$ cat src/rtl/uart_rxq_pkg.sv
// Package: shared helpers for the receive byte queue.
// Assumes the threshold encoding is fixed at four levels.
package uart_rxq_pkg;

    // Map the two-bit threshold select to a byte count.
    function automatic int unsigned level_of(input logic [1:0] sel);
        case (sel)
            2'd0:    level_of = 1;
            2'd1:    level_of = 4;
            2'd2:    level_of = 8;
            default: level_of = 14;
        endcase
    endfunction

endpackage

$ cat src/rtl/uart_rxq_store.sv
// Module: byte storage array with a registered read port.
// Assumes the controller only asserts the write and read enables when the
// access is legal (not full / not empty). rd_data holds when no read occurs.
module uart_rxq_store #(
    parameter int DW    = 8,
    parameter int DEPTH = 16,
    localparam int AW   = (DEPTH > 1) ? $clog2(DEPTH) : 1
) (
    input  logic          clk,
    input  logic          rst_n,
    input  logic          wr_en,
    input  logic [AW-1:0] wr_addr,
    input  logic [DW-1:0] wr_data,
    input  logic          rd_en,
    input  logic [AW-1:0] rd_addr,
    output logic [DW-1:0] rd_data
);
    logic [DW-1:0] mem [DEPTH];

    // Write a byte into its slot.
    always_ff @(posedge clk) begin
        if (wr_en) mem[wr_addr] <= wr_data;
    end

    // Present the oldest byte on a legal read; otherwise keep the last value.
    always_ff @(posedge clk) begin
        if (!rst_n)     rd_data <= '0;
        else if (rd_en) rd_data <= mem[rd_addr];
    end
endmodule

$ cat src/rtl/uart_rxq_ctrl.sv
// Module: pointer, count and overrun control for the receive queue.
// Assumes single-cycle strobes; a write into a full queue is refused and
// recorded as overrun, with overrun winning over a same-cycle clear.
module uart_rxq_ctrl #(
    parameter int DEPTH = 16,
    localparam int AW   = (DEPTH > 1) ? $clog2(DEPTH) : 1,
    localparam int CW   = $clog2(DEPTH + 1)
) (
    input  logic          clk,
    input  logic          rst_n,
    input  logic          wr_req,
    input  logic          rd_req,
    input  logic          clr_ovr,
    output logic          wr_ok,
    output logic          rd_ok,
    output logic [AW-1:0] wr_ptr,
    output logic [AW-1:0] rd_ptr,
    output logic [CW-1:0] count,
    output logic          overrun
);
    localparam logic [CW-1:0] FULL_CNT = CW'(DEPTH);
    localparam logic [AW-1:0] LAST     = AW'(DEPTH - 1);

    logic full, empty;

    // Decode legality of each access from the current count.
    always_comb begin
        full  = (count == FULL_CNT);
        empty = (count == '0);
        wr_ok = wr_req && !full;
        rd_ok = rd_req && !empty;
    end

    // Advance the write pointer, wrapping at the last slot.
    always_ff @(posedge clk) begin
        if (!rst_n)     wr_ptr <= '0;
        else if (wr_ok) wr_ptr <= (wr_ptr == LAST) ? '0 : wr_ptr + 1'b1;
    end

    // Advance the read pointer, wrapping at the last slot.
    always_ff @(posedge clk) begin
        if (!rst_n)     rd_ptr <= '0;
        else if (rd_ok) rd_ptr <= (rd_ptr == LAST) ? '0 : rd_ptr + 1'b1;
    end

    // Track the fill level from accepted writes and reads.
    always_ff @(posedge clk) begin
        if (!rst_n)              count <= '0;
        else if (wr_ok && !rd_ok) count <= count + 1'b1;
        else if (rd_ok && !wr_ok) count <= count - 1'b1;
    end

    // Sticky overrun: set on a refused write, cleared by a status read.
    always_ff @(posedge clk) begin
        if (!rst_n)               overrun <= 1'b0;
        else if (wr_req && full)  overrun <= 1'b1;
        else if (clr_ovr)         overrun <= 1'b0;
    end

    p_count_bound_r4: assert property (@(posedge clk) disable iff (!rst_n)
        count <= FULL_CNT);

    p_full_drop_r5: assert property (@(posedge clk) disable iff (!rst_n)
        (full && wr_req && !rd_req) |=> (count == FULL_CNT));

    p_ovr_set_r6: assert property (@(posedge clk) disable iff (!rst_n)
        (full && wr_req) |=> overrun);

    p_ovr_hold_r7: assert property (@(posedge clk) disable iff (!rst_n)
        (overrun && !clr_ovr) |=> overrun);

    p_both_keep_r9: assert property (@(posedge clk) disable iff (!rst_n)
        (wr_req && rd_req && !full && !empty) |=> $stable(count));
endmodule

$ cat src/rtl/uart_rxq_irq.sv
// Module: threshold comparison for the data-available interrupt.
// Assumes count is registered upstream, so the output is glitch-free per cycle.
module uart_rxq_irq #(
    parameter int DEPTH = 16,
    localparam int CW   = $clog2(DEPTH + 1)
) (
    input  logic          clk,
    input  logic          rst_n,
    input  logic [CW-1:0] count,
    input  logic [1:0]    trig_sel,
    input  logic          irq_en,
    output logic          irq
);
    import uart_rxq_pkg::*;

    logic [CW-1:0] level;

    // Resolve the threshold, clamped to the queue depth.
    always_comb begin
        if (level_of(trig_sel) > DEPTH) level = CW'(DEPTH);
        else                            level = CW'(level_of(trig_sel));
    end

    // Raise the interrupt while enabled and at or above the threshold.
    always_comb irq = irq_en && (count >= level);

    p_irq_needs_data_r2: assert property (@(posedge clk) disable iff (!rst_n)
        irq |-> (count != '0));

    p_irq_gated_r11: assert property (@(posedge clk) disable iff (!rst_n)
        !irq_en |-> !irq);
endmodule

$ cat src/rtl/uart_rx_fifo.sv
// Module: top of the receive byte queue with threshold interrupt.
// Assumes rx_valid, rd_en and status_rd are one-cycle strobes from
// synchronous logic; reset is synchronous and active low.
module uart_rx_fifo #(
    parameter int DW    = 8,
    parameter int DEPTH = 16,
    localparam int AW   = (DEPTH > 1) ? $clog2(DEPTH) : 1,
    localparam int CW   = $clog2(DEPTH + 1)
) (
    input  logic          clk,
    input  logic          rst_n,
    input  logic          rx_valid,
    input  logic [DW-1:0] rx_data,
    input  logic          rd_en,
    output logic [DW-1:0] rd_data,
    output logic [CW-1:0] count,
    input  logic [1:0]    trig_sel,
    input  logic          irq_en,
    output logic          irq,
    input  logic          status_rd,
    output logic          overrun
);
    logic          wr_ok, rd_ok;
    logic [AW-1:0] wr_ptr, rd_ptr;

    uart_rxq_ctrl #(.DEPTH(DEPTH)) u_ctrl (
        .clk     (clk),
        .rst_n   (rst_n),
        .wr_req  (rx_valid),
        .rd_req  (rd_en),
        .clr_ovr (status_rd),
        .wr_ok   (wr_ok),
        .rd_ok   (rd_ok),
        .wr_ptr  (wr_ptr),
        .rd_ptr  (rd_ptr),
        .count   (count),
        .overrun (overrun)
    );

    uart_rxq_store #(.DW(DW), .DEPTH(DEPTH)) u_store (
        .clk     (clk),
        .rst_n   (rst_n),
        .wr_en   (wr_ok),
        .wr_addr (wr_ptr),
        .wr_data (rx_data),
        .rd_en   (rd_ok),
        .rd_addr (rd_ptr),
        .rd_data (rd_data)
    );

    uart_rxq_irq #(.DEPTH(DEPTH)) u_irq (
        .clk      (clk),
        .rst_n    (rst_n),
        .count    (count),
        .trig_sel (trig_sel),
        .irq_en   (irq_en),
        .irq      (irq)
    );

    p_empty_read_r8: assert property (@(posedge clk) disable iff (!rst_n)
        (rd_en && count == '0) |=> $stable(rd_data));
endmodule

$ cat config.mk
export PLATFORM = sky130hd
export DESIGN_NAME = uart_rx_fifo
export DESIGN_NICKNAME = d
export VERILOG_FILES = /design/src/rtl/uart_rxq_pkg.sv /design/src/rtl/uart_rxq_store.sv /design/src/rtl/uart_rxq_ctrl.sv /design/src/rtl/uart_rxq_irq.sv /design/src/rtl/uart_rx_fifo.sv
export SDC_FILE = /design/constraint.sdc
export NUM_CORES = 1
export LEC_CHECK = 0
export BUFFER_PORTS_ARGS = -buffer_cell sky130_fd_sc_hd__buf_2
export CAP_MARGIN = 25
export CORE_ASPECT_RATIO = 1.5
export CORE_MARGIN = 2
export CORE_UTILIZATION = 57
export CTS_BUF_LIST = sky130_fd_sc_hd__clkbuf_4
export DETAILED_ROUTE_END_ITERATION = 8
export PLACE_DENSITY = 0.78
export SLEW_MARGIN = 20
export SYNTH_ARGS = -nofsm -noshare
export SYNTH_HDL_FRONTEND = slang
export SYNTH_SLANG_ARGS = --single-unit
export TNS_END_PERCENT = 20
$ cat constraint.sdc
create_clock -name clk -period 2.6 [get_ports clk]
set_input_delay 0.13 -clock clk [delete_from_list [all_inputs] [get_ports clk]]
set_output_delay 0.13 -clock clk [all_outputs]
set_load 0.05 [all_outputs]
; ---- Yosys cells after proc, flatten, opt, wreduce, memory -nomap -nowiden
; Memory sizes are Yosys's and may differ from the RTL's. A register that Yosys moved wholly into a read port is not among the register bits.
; Index checks and enable logic that the tools add are counted.
[op_classes]
n_lt_le_gt_ge = 2
n_mux = 10
n_eq_ne = 5
n_addsub = 4
n_reduce_logical = 15
[op_table]
columns = operator, count
row1 = 5-bit two-way mux, 3
row2 = 4-bit case mux with 3 select lines, 1
row3 = 4-bit by 1-bit adder with 4-bit output (second input constant), 2
row4 = 4-bit equality test (second input constant), 2
row5 = 4-bit two-way mux, 2
row6 = 1-bit logical AND, 6
row7 = 5-bit by 1-bit adder with 5-bit output (second input constant), 1
row8 = 5-bit equality test (second input constant), 1
row9 = 5-bit greater-or-equal comparator, 1
row10 = 4-bit by 5-bit > comparator with 1-bit output (second input constant), 1
row11 = 1-bit zero test, 5
row12 = 5-bit zero test, 1
row13 = 5-bit by 1-bit subtractor with 5-bit output (second input constant), 1
row14 = 1-bit two-way mux, 4
row15 = 2-bit nonzero test, 2
row16 = 2-bit by 1-bit equality test with 1-bit output (second input constant), 1
row17 = 2-bit equality test (second input constant), 1
row18 = 2-bit zero test, 1
[totals]
wordCells = 41
ff_bits = 14
ram_bits = 128
in_bits = 16
memories = 1
[memory_table]
columns = name, depth, word_bits, rd, rd_clocked_by_memory_dff, write_ports, line
row1 = u_store.mem, 16, 8, 1, 1, 1, uart_rxq_store.sv:18  ; logic [DW-1:0] mem [DEPTH];

; ---- Logic depth before layout (Yosys ltp)
; Gate-level depths: netlist (run 1).
[logic_depth]
depth_word = 7
depth_mapped = 12
ltp_nobuf = 11

; ---- Cells and area by module
; A second synthesis (run 1) with hierarchy kept.
[unflattened]
cells_unflattened = 420
area_unflattened_um2 = 6261.0
[by_module_without_submodules]
columns = module, area_per_inst_um2, cells_per_inst, seq_area_each_um2, instances
row1 = uart_rxq_store, 5351.4, 318, 4003.8, 1
row2 = uart_rxq_ctrl, 802.0, 87, 280.3, 1
row3 = uart_rxq_irq, 107.6, 15, 0.0, 1

; ---- Least setup slack after synthesis (run 1)
; OpenSTA, ideal clock, no wires.
[synth_path]
path_kind = reg2reg
start = register u_ctrl.count[0]
end = register u_ctrl.count[4]
arrival_time_ps = 2813
stages_incl_launch_ff = 12
path_slack_ps = -285
required_time_ps = 2528
period_less_slack_ps = 2885
cell_sequence = dfxtp_1 or4_1 o21a_4 inv_4 buf_12 ha_1 inv_1 ha_1 a21o_1 a21oi_1 mux2i_1 mux2i_1
[synth_via]
elab_chain_len = 6
word_cells_on_any_way = 15
cone_classes = add/sub: 2 / eq/ne: 1 / mux: 2 / reduce/logical: 10
[synth_rtl]
columns = item, line
row1 = from (decl), uart_rxq_ctrl.sv:18  ; output logic [CW-1:0] count,
row2 = from (signal assigned), uart_rxq_ctrl.sv:49  ; else if (wr_ok && !rd_ok) count <= count + 1'b1;
row3 = from (signal assigned), uart_rxq_ctrl.sv:50  ; else if (rd_ok && !wr_ok) count <= count - 1'b1;
row4 = branches (longest 6 deep; another with 5-bit by 1-bit subtractor with 5-bit output), n/a
; Parallel ways; which one is timed is not known. The select of a mux whose other input is x is not followed.
; A chain may end at the register's enable or synchronous reset.

; ---- Worst setup path after layout (run 1)
[layout_path]
start = register u_ctrl.count[1]
end = register u_ctrl.count[4]
; The elaborated chain is that of the path after synthesis.

==> results of run 1 <==
-- metrics by stage --
step                cell area [µm²]  std cells  setup WS, ns  power (W)  utilization, %
finish                         6985        568        0.1308   0.005722           66.32
CTS                            6955        565       0.06892   0.005750           66.04
floorplan                      6185        349      0.005773   0.003982               -
detailed placement             6543        521        0.1012   0.004311           62.12
global placement               6543        521        0.1595   0.004275           62.12
global route                   6985        568       0.01946   0.005998           66.32
-- cells in the final DEF (no fill, tap or decap), types with 2 or more instances in the layout --
| cell | n |
|---|---|
| o21ai_0 | 4 |
| dfxtp_1 | 17 |
| buf_12 | 2 |
| buf_2 | 30 |
| bufinv_16 | 3 |
| ha_1 | 12 |
| nand3_1 | 9 |
| nor2_1 | 21 |
| edfxtp_1 | 128 |
| a21oi_1 | 7 |
| nand2_1 | 16 |
| a21boi_0 | 2 |
| clkinvlp_4 | 3 |
| clkinv_2 | 4 |
| nor3_1 | 4 |
| buf_4 | 16 |
| dfxtp_4 | 2 |
| clkinv_1 | 2 |
| mux2i_1 | 18 |
| nor2b_1 | 5 |
| o221ai_1 | 8 |
| nand2b_1 | 4 |
| ha_4 | 2 |
| xnor2_1 | 4 |
| inv_6 | 2 |
| clkbuf_4 | 18 |
| dlygate4sd3_1 | 12 |
| dfxtp_2 | 3 |
| a41oi_1 | 2 |
| and2_1 | 6 |
| inv_1 | 8 |
| mux4_2 | 32 |
-- power groups by stage --
stage	Clock [W]	Sequential, W	Combinational (W)
after CTS	0.00147	0.00287	0.00141
after detailed placement	0	0.00292	0.00139
after floorplan	0	0.00312	0.000867
after global routing	0.00158	0.00288	0.00154
final	0.00143	0.00286	0.00143
after global placement	0	0.00291	0.00136
-- cells in the mapped netlist (2+ instances only) --
master and count:
a21oi_1 8, a41oi_1 2, o21ai_0 4, nand2_1 16
a21boi_0 2, buf_4 3, clkbuf_1 9, clkbuf_8 2
edfxtp_1 128, nand2b_1 4, mux4_2 32, buf_2 2
o221ai_1 8, mux2i_1 18, nor2b_1 5, nor2_1 21
and2_1 6, ha_1 14, xnor2_1 4, nand3_1 9
nor3_1 4, dfxtp_1 22, inv_1 9
-- final cells by class --
| cell class | count | area [µm²] | share of cell area [%] |
|---|---|---|---|
| well taps | 144 | 180.2 | 2.579 |
| diodes | 1 | 2.502 | 0.03582 |
| clock inverters | 14 | 157.7 | 2.257 |
| multi-input cells | 171 | 1744 | 24.97 |
| repair buffers | 60 | 430.4 | 6.162 |
| clock buffers | 18 | 135.1 | 1.934 |
| flip-flops and latches | 150 | 4295 | 61.49 |
| inverters | 10 | 40.04 | 0.5732 |
-- worst register-to-register path: stages (launching register included) --
cell and delay (ns):
dfxtp_4 0.38, or4_4 0.53, o21a_4 0.25, inv_4 0.06
ha_4 0.15, inv_2 0.07, ha_4 0.21, a21o_1 0.18
a21oi_2 0.13, mux2i_1 0.26, mux2i_1 0.20
-- final timing paths --
check / from / slack (ns) / end
hold / removal: u_store.rd_data[2]$_SDFFE_PN0P_ / 0.50 / u_store.rd_data[2]$_SDFFE_PN0P_
hold reg to reg: u_store.rd_data[2]$_SDFFE_PN0P_ / 0.50 / u_store.rd_data[2]$_SDFFE_PN0P_
setup reg to reg: u_ctrl.count[1]$_SDFFE_PN0P_ / 0.13 / u_ctrl.count[4]$_SDFFE_PN0P_
setup / recovery: u_ctrl.count[1]$_SDFFE_PN0P_ / 0.13 / u_ctrl.count[4]$_SDFFE_PN0P_
-- logic make-up after synthesis --
| kind of cell | synth area share (%) |
|---|---|
| buffers and inverters | 2.582 |
| AOI/OAI and AO/OA | 3.700 |
| adders and majority gates | 3.171 |
| muxes | 14.64 |
| xor gates and xnor gates | 0.7115 |
| and+or+nand+nor | 5.591 |
| DFF | 69.61 |
-- sequential cells by signal, indices dropped and copies added (netlist names) --
signal	cells
u_ctrl.wr_ptr	4
u_store.rd_data	8
u_ctrl.overrun	1
u_store.mem	128
u_ctrl.rd_ptr	4
u_ctrl.count	5
-- repair_timing --
action	in CTS	in global routing
hold endpoints to repair	131	0
hold buffers	12	0
resized for setup	0	1
endpoints found under the setup margin	0	1
setup buffers	0	2
-- routing by layer --
layer	vias to the layer above	wire length [µm]
li1	1493	-
met1	1638	4267
met2	99	6347
met3	14	507
met4	0	157
met5	-	0
==> run metrics, run 1 <==
switch share=29.80%; clock share of power=between 20% and 30%; Largest delay share family, worst path=compound AO/OA/AOI/OAI gates; final hold slack=just over 0.5 ns; CTS Sinks=150; Syn Std Cell Area=just over 6000 µm²; CP Max Fanout=5; Post-route DRC=0; maximum clock rate=0.4050 GHz; Worst Skew=~0.023 ns; internal power=roughly 0.0040 W; Worst path depth=10; clk_lat worst skew=between 0.5 and 0.6 ns; share of async-settable or async-resettable flops after synthesis=0%; top cell type's share of synthesized area=62.45%; WP data required=approximately 3.1 ns; Final Critical Period=~2.5 ns; Worst-path clk slew=~0.12 ns; Routed wire per std cell=19.86 µm; Starting DRT DRC Count=280; final antenna-violating net count=0; grt total ovfl=0; max cap viols=0; leak pwr=between 2 and 2.5 nW; nets@finish=about 440; CTS tree=done; overall routing resource usage=between 20% and 30%; pwr dens=about 800 nW/µm²; Area Growth Syn to Fin=13.50%; number of synthesized register bits=150; Worst setup SP type=flip-flop; Post-Syn Nets=380; number of buffers added on ports=30; RSZ-0062 raised after global routing=false; Slew Limit Fails=0; die area=between 10,000 and 15,000 µm²; Worst Tran Pin Value=0.8782 ns; initial antenna violation count=1; CP cell instances=or4_4 > o21a_4 > inv_4 > ha_4 > inv_2 > ha_4 > a21o_1 > a21oi_2 > mux2i_1 > mux2i_1; CP max stage delay=0.53 ns; DR pass1 iterations=4; vias in the first global route=~3,300; Max-slew headroom=approximately two fifths; number of distinct library cells after synthesis=40; Switch Pwr=~0.0017 W; cell taking the most area after synthesis=edfxtp_1; met1 Use GR=between 20 and 30%; Filler cells=733; vias per cell=5.711; layer with the highest usage=met2; ratio of cells with drive above 1 in the final layout=29.79%; VDD IR max=about 0.00056 V; sequential share of the synthesized area=69.61%; M3 GR Usage=under 10%; Synth Instances=349; Die Wd=88.85 µm; gpl congestion=~0.76; combinational fraction of design power=25.0%; H-tree depth=4; HPWL after detailed placement=slightly below 8000 µm; worst r2r path cells=10; Hold Path Class=reg -> reg; Crit path arrival time=2.92 ns; die height=between 100 and 150 µm; largest cells by area after synthesis=edfxtp_1 62%, mux4_2 12%, dfxtp_1 7.2%; Seq pwr share=between 50% and 60%; routed wire length=approximately 11,000 µm; CP Buf/Inv Count=2; Cell Rows=46; routed vias=between 3,000 and 4,000; first-pass GRT wire length=17,500 µm; Final Cycle Share=94.97%; status=completed; Final TNS setup=0 ns; Primary FF master, synth=edfxtp_1; # setup viols final=0; syn_area_per_cell=around 18 µm²; final hold violations=0; Worst setup EP type=flip-flop; CP Class=reg -> reg; Top Ports=31; Longest Clk Path Bufs=2; EDFF count, synth=around 130; Num CTS Buffers=17; clock root buffer=clkbuf_4; Core Box Area=about 11,000 µm²; slowest CP cell=or4_4; worst hold stages=2; initial core utilization=~58%; largest net degree at the start of global routing=26; met2 Use GR=a little over a third; Synth Warn #=0
Note: power is estimated with default switching activity, not from simulation.
==> run 2, diff against run 1 <==
CORE_UTILIZATION = 30   (was 57)
PLACE_DENSITY = default   (was 0.78)
==> run metrics, run 2 (same netlist as run 1, synthesis figures left out) <==
die area=21,700 µm²; CP cell instances=or4_4 > o21a_4 > inv_4 > ha_4 > inv_2 > ha_4 > a21o_1 > a21oi_2 > mux2i_1 > mux2i_1; Die Wd=around 120 µm; largest net degree at the start of global routing=37; Worst setup EP type=flip-flop; worst hold stages=3; Hold Path Class=in -> reg; grt total ovfl=0; WP data required=around 3.1 ns; max cap viols=0; clk_lat worst skew=0.52 ns; Filler cells=around 1,900; first-pass GRT wire length=just under 20,000 µm; worst reg-to-reg setup slack=0.15 ns; maximum clock rate=between 0.4 and 0.5 GHz; CP Buf/Inv Count=2; number of buffers added on ports=30; Seq pwr share=50.3%; overall routing resource usage=between 10% and 20%; clock share of power=between 20% and 30%; Max-slew headroom=40.45%; FF-to-FF Start=u_ctrl.count[1]$_SDFFE_PN0P_; H-tree depth=4; Worst Skew=0.01356 ns; final antenna-violating net count=0; final instance area=7138 µm²; Cell Rows=64; commonest non-fill, non-tap cell in the layout=edfxtp_1; Worst Tran Pin Value=between 0.8 and 0.9 ns; vias per cell=between 4 and 5; routed wire length=between 10,000 and 15,000 µm; Final Cycle Share=between 90% and 100%; switch share=a little over 30%; nets@finish=approximately 450; Hold Crit Start=rst_n; Largest register FFs=approximately 130; HPWL after detailed placement=approximately 8400 µm; pwr dens=approximately 800 nW/µm²; Area Growth Syn to Fin=15.98%; vias in the first global route=between 3,000 and 4,000; gpl congestion=~0.86; Num CTS Buffers=17; die height=about 180 µm; Critical R2R Capture=u_ctrl.count[4]$_SDFFE_PN0P_; VDD IR max=0.0003526 V; Hold EP=u_ctrl.wr_ptr[3]$_SDFFE_PN0P_; CP Max Fanout=6; combinational fraction of design power=26.0%; initial antenna violation count=1; internal power=0.003908 W; Post-route DRC=0; Largest Register=u_store.mem; Core Box Area=between 20,000 and 25,000 µm²; commonest cells after routing, fill and taps aside=128 x edfxtp_1, 32 x mux4_2, 30 x buf_2; # setup viols final=0; dpl cell area=around 6700 µm²; Crit path arrival time=2.90 ns; RSZ-0062 raised after global routing=false; initial core utilization=between 30% and 40%; slowest CP cell=or4_4; Routed wire per std cell=between 15 and 20 µm; Final TNS setup=0 ns; Largest delay share family, worst path=compound AO/OA/AOI/OAI gates; Final Critical Period=2.446 ns; DR pass1 iterations=4; CTS tree=done; final hold violations=0; Top Ports=31; Switch Pwr=0.001761 W; Slew Limit Fails=0; ratio of cells with drive above 1 in the final layout=30.82%; Longest Clk Path Bufs=2; Worst-path clk slew=0.12 ns; clock root buffer=clkbuf_4; status=completed; CP Class=reg -> reg; worst r2r path cells=10; Worst setup SP type=flip-flop; leak pwr=2.341 nW; CP max stage delay=~0.54 ns; routed vias=roughly 3,300; CTS Sinks=150; Starting DRT DRC Count=228; largest registers=u_store.mem: 128 flops, u_store.rd_data: 8 flops, u_ctrl.count: 5 flops
## run 2: power by group through the flow
stage / logic, W / registers (W) / clock network (W)
after floorplan: 0.000867 / 0.00312 / 0
after global placement: 0.00143 / 0.00290 / 0
after detailed placement: 0.00145 / 0.00290 / 0
after CTS: 0.00147 / 0.00285 / 0.00139
after global routing: 0.00161 / 0.00287 / 0.00149
final: 0.00148 / 0.00285 / 0.00134
## run 2: worst max-delay path by stage
stage	startpoint	endpoint	slack (ns)	cells after the start
after global placement	u_ctrl.count[1]$_SDFFE_PN0P_	u_ctrl.count[4]$_SDFFE_PN0P_	0.14	10
after CTS	u_ctrl.count[1]$_SDFFE_PN0P_	u_ctrl.count[4]$_SDFFE_PN0P_	0.05	10
after detailed placement	u_ctrl.count[1]$_SDFFE_PN0P_	u_ctrl.count[4]$_SDFFE_PN0P_	0.08	10
after floorplan	u_ctrl.count[1]$_SDFFE_PN0P_	u_ctrl.count[4]$_SDFFE_PN0P_	0.006	11
after global routing	u_ctrl.count[2]$_SDFFE_PN0P_	u_store.mem[10][3]$_DFFE_PP_	0.01	5
final	u_ctrl.count[1]$_SDFFE_PN0P_	u_ctrl.count[4]$_SDFFE_PN0P_	0.15	10
## run 2: cell type report
type / instances / area (µm²) / share of cell area, %
Multi-Input combinational cell: 171 / 1744 / 24.43
Timing Repair Buffer: 65 / 465.4 / 6.521
Antenna cell: 1 / 2.502 / 0.03506
Clock buffer: 17 / 127.6 / 1.788
Inverter: 10 / 40.04 / 0.5609
Tap cell: 264 / 330.3 / 4.628
Clock inverter: 12 / 132.6 / 1.858
Sequential cell: 150 / 4295 / 60.18
## run 2: worst min-delay path, delay by kind of cell
kind                   cells  cell delay [ns]
AND/OR/NAND/NOR            2             0.15
buffers and inverters      1             0.25
## run 2: what timing repair did
action | CTS | global route
buffers inserted | 0 | 2
resized for setup | 0 | 1
hold buffers | 11 | 0
endpoints found under the hold margin | 130 | 0
setup endpoints to repair | 0 | 1
## run 2: metrics by stage
| stage | utilization, % | instances | setup WS, ns | hold WS (ns) | power (W) |
|---|---|---|---|---|---|
| finish | 35.23 | 690 | 0.1544 | 0.06000 | 0.005669 |
| global route | 35.23 | 690 | 0.01355 | 0.06710 | 0.005962 |
| floorplan | - | 349 | 0.005773 | 0.2289 | 0.003982 |
| CTS | 35.09 | 687 | 0.05354 | 0.01725 | 0.005719 |
| global placement | 33.26 | 647 | 0.1395 | 0.4526 | 0.004327 |
| detailed placement | 33.26 | 647 | 0.07761 | 0.4525 | 0.004357 |
## run 2: per-layer routing
layer / GRT usage, % / part of all wire, % / vias up
met5: 0 / 0 / -
met4: 5.767 / 3.3 / 0
met3: 2.633 / 3.8 / 21
met2: 20.34 / 53 / 79
met1: 14.13 / 40 / 1694
li1: - / - / 1508
